## config.mk

```make
export PLATFORM = sky130hd
export DESIGN_NAME = lane_bridge
export DESIGN_NICKNAME = d
export VERILOG_FILES = /design/src/rtl/lane_bridge_pkg.sv /design/src/rtl/lane_bridge_rst_sync.sv /design/src/rtl/lane_bridge_decode.sv /design/src/rtl/lane_bridge_lanes.sv /design/src/rtl/lane_bridge.sv
export SDC_FILE = /design/constraint.sdc
export NUM_CORES = 1
export LEC_CHECK = 0
export ABC_AREA = 1
export CAP_MARGIN = 20
export CORE_ASPECT_RATIO = 1.1
export CORE_UTILIZATION = 45
export CTS_BUF_LIST = sky130_fd_sc_hd__clkbuf_8
export CTS_CLUSTER_SIZE = 16
export DETAILED_ROUTE_END_ITERATION = 10
export HOLD_SLACK_MARGIN = 0.08
export PLACE_DENSITY = 0.8
export REMOVE_ABC_BUFFERS = 1
export SYNTH_ARGS = -nofsm -noshare
export SYNTH_HDL_FRONTEND = slang
export SYNTH_HIERARCHICAL = 1
export SYNTH_SLANG_ARGS = --single-unit
```

## constraint.sdc

```tcl
create_clock -name clk -period 3.75 [get_ports clk]
set_clock_uncertainty 0.15 [all_clocks]
set_input_delay 0.9375 -clock clk [delete_from_list [all_inputs] [get_ports clk]]
set_output_delay 0.9375 -clock clk [all_outputs]
set_load 0.02 [all_outputs]
```

## src/rtl/lane_bridge_pkg.sv

```systemverilog
package lane_bridge_pkg;

  localparam int WORD_BYTES = 4;
  localparam int WORD_BITS  = 8 * WORD_BYTES;

  typedef enum logic [1:0] {
    RGN_NONE = 2'd0,
    RGN_CORE = 2'd1,
    RGN_DMA  = 2'd2,
    RGN_CTL  = 2'd3
  } region_e;

  // Only 1, 2 and 4 byte accesses are accepted.
  function automatic logic len_is_legal(input logic [2:0] len);
    return (len == 3'd1) || (len == 3'd2) || (len == 3'd4);
  endfunction

  // True when the addressed byte range stays within one aligned word.
  function automatic logic stays_in_word(input logic [1:0] off, input logic [2:0] len);
    return ({2'b00, off} + {1'b0, len}) <= 4'd4;
  endfunction

endpackage

```

## src/rtl/lane_bridge_rst_sync.sv

```systemverilog
module lane_bridge_rst_sync (
  input  logic clk,
  input  logic rst_n,
  output logic rst_n_sync
);

  logic stage_q;
  logic out_q;

  always_ff @(posedge clk or negedge rst_n) begin
    if (!rst_n) begin
      stage_q <= 1'b0;
      out_q   <= 1'b0;
    end else begin
      stage_q <= 1'b1;
      out_q   <= stage_q;
    end
  end

  assign rst_n_sync = out_q;

endmodule

```

## src/rtl/lane_bridge_decode.sv

```systemverilog
module lane_bridge_decode
  import lane_bridge_pkg::*;
#(
  parameter int ADDR_W     = 7,
  parameter int CORE_WORDS = 16,
  parameter int DMA_BASE   = 'h40,
  parameter int DMA_WORDS  = 8,
  parameter int CTL_BASE   = 'h70,
  parameter int IDX_W      = 4
) (
  input  logic [ADDR_W-1:0] addr,
  input  logic [2:0]        len,
  output region_e           region,
  output logic [IDX_W-1:0]  idx,
  output logic [1:0]        off,
  output logic              legal
);

  localparam int CORE_END = CORE_WORDS * WORD_BYTES;
  localparam int DMA_END  = DMA_BASE + DMA_WORDS * WORD_BYTES;
  localparam int CTL_WORD = CTL_BASE / WORD_BYTES;

  int unsigned a;

  always_comb begin
    a      = int'(addr);
    region = RGN_NONE;
    idx    = '0;
    if (a < CORE_END) begin
      region = RGN_CORE;
      idx    = IDX_W'(a / WORD_BYTES);
    end else if ((a >= DMA_BASE) && (a < DMA_END)) begin
      region = RGN_DMA;
      idx    = IDX_W'((a - DMA_BASE) / WORD_BYTES);
    end else if ((a / WORD_BYTES) == CTL_WORD) begin
      region = RGN_CTL;
      idx    = '0;
    end
  end

  assign off   = addr[1:0];
  assign legal = (region != RGN_NONE) && len_is_legal(len) && stays_in_word(off, len);

endmodule

```

## src/rtl/lane_bridge_lanes.sv

```systemverilog
module lane_bridge_lanes
  import lane_bridge_pkg::*;
(
  input  logic [WORD_BITS-1:0] cur_word,
  input  logic [WORD_BITS-1:0] wdata,
  input  logic [1:0]           off,
  input  logic [2:0]           len,
  output logic [WORD_BITS-1:0] merged,
  output logic [WORD_BITS-1:0] rd_view
);

  logic [WORD_BITS-1:0]  shifted_in;
  logic [WORD_BITS-1:0]  shifted_out;
  logic [WORD_BYTES-1:0] lane_en;
  logic [WORD_BYTES-1:0] keep_en;

  assign shifted_in  = wdata << {off, 3'b000};
  assign shifted_out = cur_word >> {off, 3'b000};

  for (genvar b = 0; b < WORD_BYTES; b++) begin : g_lane
    // lane b is written when off <= b < off + len
    assign lane_en[b] = (b >= int'(off)) && (b < (int'(off) + int'(len)));
    // read byte b survives when b < len
    assign keep_en[b] = (b < int'(len));
    assign merged[8*b +: 8]  = lane_en[b] ? shifted_in[8*b +: 8] : cur_word[8*b +: 8];
    assign rd_view[8*b +: 8] = keep_en[b] ? shifted_out[8*b +: 8] : 8'h00;
  end

endmodule

```

## src/rtl/lane_bridge.sv

```systemverilog
module lane_bridge
  import lane_bridge_pkg::*;
#(
  parameter int ADDR_W     = 7,
  parameter int CORE_WORDS = 16,
  parameter int DMA_BASE   = 'h40,
  parameter int DMA_WORDS  = 8,
  parameter int CTL_BASE   = 'h70,
  parameter int IDX_W      = $clog2(CORE_WORDS)
) (
  input  logic              clk,
  input  logic              rst_n,
  input  logic              req_valid,
  input  logic              req_write,
  input  logic [ADDR_W-1:0] req_addr,
  input  logic [2:0]        req_len,
  input  logic [31:0]       req_wdata,
  output logic              rsp_ready,
  output logic              rsp_err,
  output logic [31:0]       rsp_rdata,
  output logic [IDX_W-1:0]  rd_idx,
  input  logic [31:0]       core_rdata,
  input  logic [31:0]       dma_rdata,
  input  logic [31:0]       ctl_rdata,
  output logic              core_we,
  output logic              dma_we,
  output logic              ctl_we,
  output logic [IDX_W-1:0]  wr_idx,
  output logic [31:0]       wr_data
);

  logic rst_s;

  lane_bridge_rst_sync u_rst (
    .clk        (clk),
    .rst_n      (rst_n),
    .rst_n_sync (rst_s)
  );

  region_e            dec_region;
  logic [IDX_W-1:0]   dec_idx;
  logic [1:0]         dec_off;
  logic               dec_legal;

  lane_bridge_decode #(
    .ADDR_W     (ADDR_W),
    .CORE_WORDS (CORE_WORDS),
    .DMA_BASE   (DMA_BASE),
    .DMA_WORDS  (DMA_WORDS),
    .CTL_BASE   (CTL_BASE),
    .IDX_W      (IDX_W)
  ) u_dec (
    .addr   (req_addr),
    .len    (req_len),
    .region (dec_region),
    .idx    (dec_idx),
    .off    (dec_off),
    .legal  (dec_legal)
  );

  // pending-write registers
  logic             wr_pend_q;
  region_e          wr_region_q;
  logic [IDX_W-1:0] wr_idx_q;
  logic [31:0]      wr_data_q;
  // response registers
  logic             ready_q;
  logic             err_q;
  logic [31:0]      rdata_q;

  logic [31:0] tgt_word;
  logic        fwd_hit;
  logic [31:0] cur_word;
  logic [31:0] merged_word;
  logic [31:0] read_view;

  always_comb begin
    unique case (dec_region)
      RGN_CORE: tgt_word = core_rdata;
      RGN_DMA:  tgt_word = dma_rdata;
      RGN_CTL:  tgt_word = ctl_rdata;
      default:  tgt_word = '0;
    endcase
  end

  // a write issued last cycle has not reached its target yet
  assign fwd_hit  = wr_pend_q && (wr_region_q == dec_region) && (wr_idx_q == dec_idx);
  assign cur_word = fwd_hit ? wr_data_q : tgt_word;

  lane_bridge_lanes u_lanes (
    .cur_word (cur_word),
    .wdata    (req_wdata),
    .off      (dec_off),
    .len      (req_len),
    .merged   (merged_word),
    .rd_view  (read_view)
  );

  // next-state
  logic        wr_go;
  logic        err_d;
  logic [31:0] rdata_d;

  always_comb begin
    wr_go   = req_valid && req_write && dec_legal;
    err_d   = req_valid && !dec_legal;
    rdata_d = (req_valid && !req_write && dec_legal) ? read_view : '0;
  end

  always_ff @(posedge clk or negedge rst_s) begin
    if (!rst_s) begin
      wr_pend_q <= 1'b0;
      ready_q   <= 1'b0;
      err_q     <= 1'b0;
      rdata_q   <= '0;
    end else begin
      wr_pend_q <= wr_go;
      ready_q   <= req_valid;
      err_q     <= err_d;
      rdata_q   <= rdata_d;
    end
  end

  always_ff @(posedge clk or negedge rst_s) begin
    if (!rst_s) begin
      wr_region_q <= RGN_NONE;
      wr_idx_q    <= '0;
      wr_data_q   <= '0;
    end else if (wr_go) begin
      wr_region_q <= dec_region;
      wr_idx_q    <= dec_idx;
      wr_data_q   <= merged_word;
    end
  end

  assign rd_idx    = dec_idx;
  assign rsp_ready = ready_q;
  assign rsp_err   = err_q;
  assign rsp_rdata = rdata_q;
  assign core_we   = wr_pend_q && (wr_region_q == RGN_CORE);
  assign dma_we    = wr_pend_q && (wr_region_q == RGN_DMA);
  assign ctl_we    = wr_pend_q && (wr_region_q == RGN_CTL);
  assign wr_idx    = wr_idx_q;
  assign wr_data   = wr_data_q;

  // ---------------- assertions ----------------
  a_r9_ready_follows_req: assert property (@(posedge clk) disable iff (!rst_s)
    req_valid |=> rsp_ready);

  a_r9_no_ready_when_idle: assert property (@(posedge clk) disable iff (!rst_s)
    !req_valid |=> !rsp_ready);

  a_r4_err_blocks_write: assert property (@(posedge clk) disable iff (!rst_s)
    rsp_err |-> !(core_we || dma_we || ctl_we));

  a_r4_err_data_zero: assert property (@(posedge clk) disable iff (!rst_s)
    rsp_err |-> (rsp_rdata == 32'h0));

  a_r3_one_strobe: assert property (@(posedge clk) disable iff (!rst_s)
    $onehot0({core_we, dma_we, ctl_we}));

  a_r6_strobe_needs_write: assert property (@(posedge clk) disable iff (!rst_s)
    (core_we || dma_we || ctl_we) |-> $past(req_valid && req_write));

  a_r7_byte_read_masked: assert property (@(posedge clk) disable iff (!rst_s)
    (req_valid && !req_write && (req_len == 3'd1)) |=> (rsp_rdata[31:8] == 24'h0));

  a_r8_cross_is_error: assert property (@(posedge clk) disable iff (!rst_s)
    (req_valid && (({2'b00, req_addr[1:0]} + {1'b0, req_len}) > 4'd4)) |=> rsp_err);

endmodule

```

After elaboration in Yosys (flattened, before gate mapping)
Index checks and enable logic that the tools add are counted.

Output and inout port bits: 77. Memory bits (read-only): 0. Memories: 0. RAM bits: 0. Input port bits: 142. Flip-flop bits (word level): 75. Latch bits: 0. Word-level logic and storage cells: 78.

Div/mod/pow operators: 0. Shift operators: 2. Bitwise logic cells: 0. Reductions and logical operators: 21. Order comparisons: 15. Add/subtract/negate cells: 3. Mux-type cells: 16. Multipliers: 0. Eq/ne operators: 12.

Operators with widths (number): one-hot mux 32 bit (3 select lines) (1); < comparator 3 x 32 -> 1 bit (first input constant) (2); 2-to-1 mux 32 bit (2); 2-to-1 mux 8 bit (8); < comparator 1 x 32 -> 1 bit (first input constant) (1); < comparator 2 x 32 -> 1 bit (first input constant) (1); left shift 32 x 5 -> 32 bit (1); right shift 32 x 5 -> 32 bit (1); logical AND 1 bit (16); < comparator 7 bit (second input constant) (2); adder 2 x 3 -> 4 bit (2); equality test 2 bit (second input constant) (4); 2-to-1 mux 4 bit (2); >= comparator 7 bit (second input constant) (1); < comparator 1 x 3 -> 1 bit (first input constant) (2); < comparator 2 x 3 -> 1 bit (first input constant) (2); 2-to-1 mux 2 bit (3); subtractor 6 x 1 -> 6 bit (second input constant) (1); equality test 5 bit (second input constant) (1); equality test 2 x 1 -> 1 bit (second input constant) (2); equality test 4 bit (1); >= comparator 1 x 2 -> 1 bit (first input constant) (2); <= comparator 4 x 3 -> 1 bit (second input constant) (1); equality test 3 x 1 -> 1 bit (second input constant) (1); 7 further kinds (9).

Logic depth before layout (Yosys ltp)
Depth after elaboration: 11. Mapped depth: 19. Gate-level depth less buffers: 18.

By module
Netlist, hierarchy kept.

Modules (own cells, without submodules): lane_bridge (area an instance 4380.5 um^2, times used 1, cells each 635, seq. area each 1826.8 um^2); lane_bridge_lanes (area an instance 1612.8 um^2, times used 1, cells each 342, seq. area each 0.0 um^2); lane_bridge_decode (area an instance 211.5 um^2, times used 1, cells each 42, seq. area each 0.0 um^2); lane_bridge_rst_sync (area an instance 53.8 um^2, times used 1, cells each 3, seq. area each 50.0 um^2).

Least setup slack after synthesis
Ideal clock, no wire load.

Path type: in2reg. Start: input req_addr[3]. End: register rdata_q[3], in the netlist rsp_rdata[3]. Library setup time: 0.074 ns. Slack: 0.786 ns. Data required time: 3.526 ns. Data arrival time: 2.741 ns. Path buffers: 2. Cell stages on the path: 16. Cell sequence: inv_1 > nand3_1 > a21boi_0 > buf_6 > o21ai_2 > nor2_4 > buf_2 > nand3_1 > nand2_1 > inv_1 > nand2_1 > o21a_1 > nand2_1 > a21oi_1 > inv_1 > nor2_1.

Longest elaborated chain between the ends: 11. Elaborated cells between the ends (all ways): 27. Classes of those cells: add/sub (1); order compare (3); eq/ne (6); shift (1); mux (9); reduce/logical (7).

RTL lines: start, declared (line lane_bridge.sv:15) `input logic [ADDR_W-1:0] req_addr,`; >= comparator 7 bit (tied with other cells) (line lane_bridge_decode.sv:32) `end else if ((a >= DMA_BASE) && (a < DMA_END)) begin`; logical AND 1 bit or 2-to-1 mux 2 bit (tied branches) (line lane_bridge_decode.sv:32, lane_bridge_decode.sv:35); 2-to-1 mux 2 bit (line lane_bridge_decode.sv:32); 2-to-1 mux 2 bit (*) (line lane_bridge_decode.sv:29) `if (a < CORE_END) begin`; net dec_region[1] (line lane_bridge.sv:40) `region_e dec_region;`; branches (longest 3 deep; another with one-hot mux 32 bit (3 select lines)); 2-to-1 mux 32 bit (*) (line lane_bridge.sv:88) `assign cur_word = fwd_hit ? wr_data_q : tgt_word;`; net cur_word[27] (line lane_bridge.sv:73) `logic [31:0] cur_word;`; right shift 32 x 5 -> 32 bit (*) (line lane_bridge_lanes.sv:18) `assign shifted_out = cur_word >> {off, 3'b000};`; 2-to-1 mux 8 bit (*) (line lane_bridge_lanes.sv:26) `assign rd_view[8*b +: 8] = keep_en[b] ? shifted_out[8*b +: 8] : 8'h00;`; net read_view[3] (line lane_bridge.sv:75) `logic [31:0] read_view;`; 2-to-1 mux 32 bit (*) (line lane_bridge.sv:107) `rdata_d = (req_valid && !req_write && dec_legal) ? read_view : '0;`; net rdata_d[3] (line lane_bridge.sv:102) `logic [31:0] rdata_d;`; end signal, assigned (line lane_bridge.sv:120) `rdata_q <= rdata_d;`; end, declared (line lane_bridge.sv:69) `logic [31:0] rdata_q;`.

Mark *: on every way through the listed nets, which the timed path passes. A chain may end at the register's enable or synchronous reset.

Worst setup path after layout
Start: input req_addr[6]. End: output rd_idx[1].

Longest elaborated chain between the ends: 4. Elaborated cells between the ends (all ways): 6. Classes of those cells: order compare (3); mux (2); reduce/logical (1).

RTL lines: >= comparator 7 bit or < comparator 7 bit (tied branches) (line lane_bridge_decode.sv:32); logical AND 1 bit (line lane_bridge_decode.sv:32); 2-to-1 mux 4 bit (line lane_bridge_decode.sv:32); 2-to-1 mux 4 bit (*) (line lane_bridge_decode.sv:29); end, declared (line lane_bridge.sv:21) `output logic [IDX_W-1:0] rd_idx,`.

Every way passes the cells marked *; elsewhere a longest branch is shown, timed or not.

==> metrics.cfg <==
[outcome]
status = complete, no violations

[layout]
n_antenna_cell = 0
design_area_um2 = 8830
fillers = 1265
layout-drive-gt1-share_pct = 6.99
nets = 1373
area_growth_pct = 41.0
multi_input_area_um2 = 3530
final_util_pct = 66.0
final_cell_mix = 380 x nand2_1, 218 x clkdlybuf4s50_1, 146 x nand3_1
final_common_cell = nand2_1
seq_area_um2 = 1880

[power]
p_comb_share_pct = 44.1
seq_power_share_pct = 34.3
peakVddDrop_mv = 0.201
power.leakage_nw = 4.50
p_switching_mw = 1.25
swShare_pct = 40.0
p_per_area_nw_per_um2 = 355
intPower_mw = 1.88
p_clk_share_pct = 21.5

[global_route]
grt_pass1_vias = 6891
grt_pass1_wl_um = 34400
antenna_found_initial = 0
grt_remaining_overflow = 0
gr-usage-all-layers_pct = 30.7
grt_max_degree = 46

[critical_path]
crit_buf_inv = 3
critPathMaxFanout = 4
crit_type = input pin to output port
rrSetupSlack_ns = 1.50
cpMostUsedCell = clkdlybuf4s50_1
cp-end-kind = output port
critPathRequiredTime_ns = 2.66
cp_cell_sequence = clkdlybuf4s50_1 -> nand2_1 -> inv_1 -> nor2_1 -> clkdlybuf4s50_1
cpPeakStageDelay_ns = 0.65
arrival_ns = 2.49
crit_slowest_cell = clkdlybuf4s50_1
critPathLaunchType = input pin
cp_top_family = buffers and inverters

[sta]
fin_crit_sh_pct = 95.3
fmax_ghz = 0.280
setup_viol = 0
hold_viol = 0
min_period_ns = 3.57
fin_hold_ws_ns = 0.206
timing.slew.headroom_pct = 39.1
rsz0062_at_grt = no
worstMarginPinSlew_ns = 0.914
fin_ws_ns = 0.176
drv_slew = 0

[synthesis]
synth_area_um2 = 6260
synthCells = 1022
ys_warn_count = 6
ys_types = 29
syn_area_per_cell_um2 = 6.12
ys_seq_area_share_pct = 30.0
ys_seq_elements = 75

[drt]
drt-initial-drc-count = 503
wl_per_cell_um = 15.4
drc_errors = 0
drt_pre_antenna_iters = 7
antenna_left = 0
wl_um = 21700
vias = 7237
avgViaCountPerCell = 5.12

[clock_tree]
cts_buffer_depth = 2
cts_root_buf = clkbuf_8
post_cts_resized = 0
cts.sink_count = 75
ctsHtreeMaxLevel = 3
clkLatencyLatePin_ns = 0.36
numCtsBuffers = 9
path_clk_slew_ns = 0.08
cts_hold_buffers = 0
cts_tree = built
cts_setup_buffers = 0

[place]
dp_slack_ns = 0.0707
dp_hpwl_um = 16300
placed_cell_area_um2 = 8620
gp_congestion = 0.927
port_buffers = 218

[floorplan]
std_cell_rows = 44
core_area_um2 = 13400
start_util_pct = 46.8
die_w_um = 114
num_io_pins = 219
dieHeight_um = 126
die_area_um2 = 14400

[run]
cap_violations = 0

[worst_hold_path]
min_path_type = register to register

-- metrics by stage --
step	setup TNS (ns)	instances	total power [mW]
global placement	0	1398	2.44
detailed placement	0	1398	2.45
floorplan	-185.94	965	1.75
finish	0	1414	3.13
global route	0	1414	3.30
CTS	0	1414	3.13
-- layout make-up --
class,instances,share of cell area [%]
Clock buffer,10,1.56
Clock inverter,6,0.808
Inverter,126,5.42
Multi-Input combinational cell,764,40.0
Sequential cell,75,21.3
Tap cell,184,2.61
Timing Repair Buffer,249,28.4
-- registers in the layout (all words and copies together), names as in the netlist --
signal	count
wr_region_q	2
wr_data	32
u_rst/stage_q	1
wr_pend_q	1
wr_idx	4
rsp_ready	1
rsp_err	1
u_rst/rst_n_sync	1
rsp_rdata	32
-- per-layer routing --
metal  vias to the layer above  global-route usage, %  wire [um]
met4                         0                   12.4        797
met2                       358                   52.6      10400
met3                        52                   5.82       1750
met5                         -                      0          0
met1                      3264                   37.9       8820
li1                       3563                      -          -
-- cells in the mapped netlist --
library cell,count,area share (%)
buf_4,11,1.3
o211ai_1,1,0.12
o21ai_1,8,0.64
o21bai_2,10,1.8
buf_2,24,1.9
o21ai_2,1,0.14
a21boi_0,1,0.12
nor2_4,1,0.18
inv_1,117,7.0
conb_1,1,0.060
nor3_1,8,0.64
nand2_4,4,0.72
a22oi_1,9,1.1
nor2_8,3,0.96
inv_2,7,0.42
o21bai_1,22,2.6
nand2_2,8,0.80
inv_4,2,0.20
ha_1,4,0.80
dfrtp_1,75,30
o21a_1,8,0.96
nand2_1,380,23
o21ai_0,12,0.96
a21oi_1,10,0.80
nor2_1,125,7.5
buf_6,15,2.7
fa_1,2,0.64
clkbuf_1,7,0.42
nand3_1,146,12
-- power by group through the flow --
stage | sequential, mW | combinational, mW | clock, mW
after global routing | 1.09 | 1.49 | 0.712
final | 1.08 | 1.38 | 0.675
after global placement | 1.09 | 1.35 | 0
after detailed placement | 1.08 | 1.37 | 0
after CTS | 1.07 | 1.38 | 0.682
after floorplan | 1.21 | 0.532 | 0
-- cell families (layout without fill, tap and decap cells) --
group,after synthesis,count (layout),synth area share (%)
and+or+nand+nor,675,675,45.3
buffers and inverters,183,391,14.0
AOI/OAI and AO/OA,82,82,9.26
DFF,75,75,30.0
adders and majority gates,6,6,1.44
other,1,1,0.0599
-- worst paths after layout --
kind                                       start          endpoint  cells past startpoint
worst max-delay path                 req_addr[6]         rd_idx[1]                      5
worst min-delay path               u_rst/stage_q  u_rst/rst_n_sync                      0
worst max register to register         wr_idx[0]      rsp_rdata[3]                     14
worst min register to register     u_rst/stage_q  u_rst/rst_n_sync                      0
max in group asynchronous       u_rst/rst_n_sync      rsp_rdata[7]                      1
min in group asynchronous       u_rst/rst_n_sync     rsp_rdata[24]                      0
Note: power is estimated with default switching activity, not from simulation.
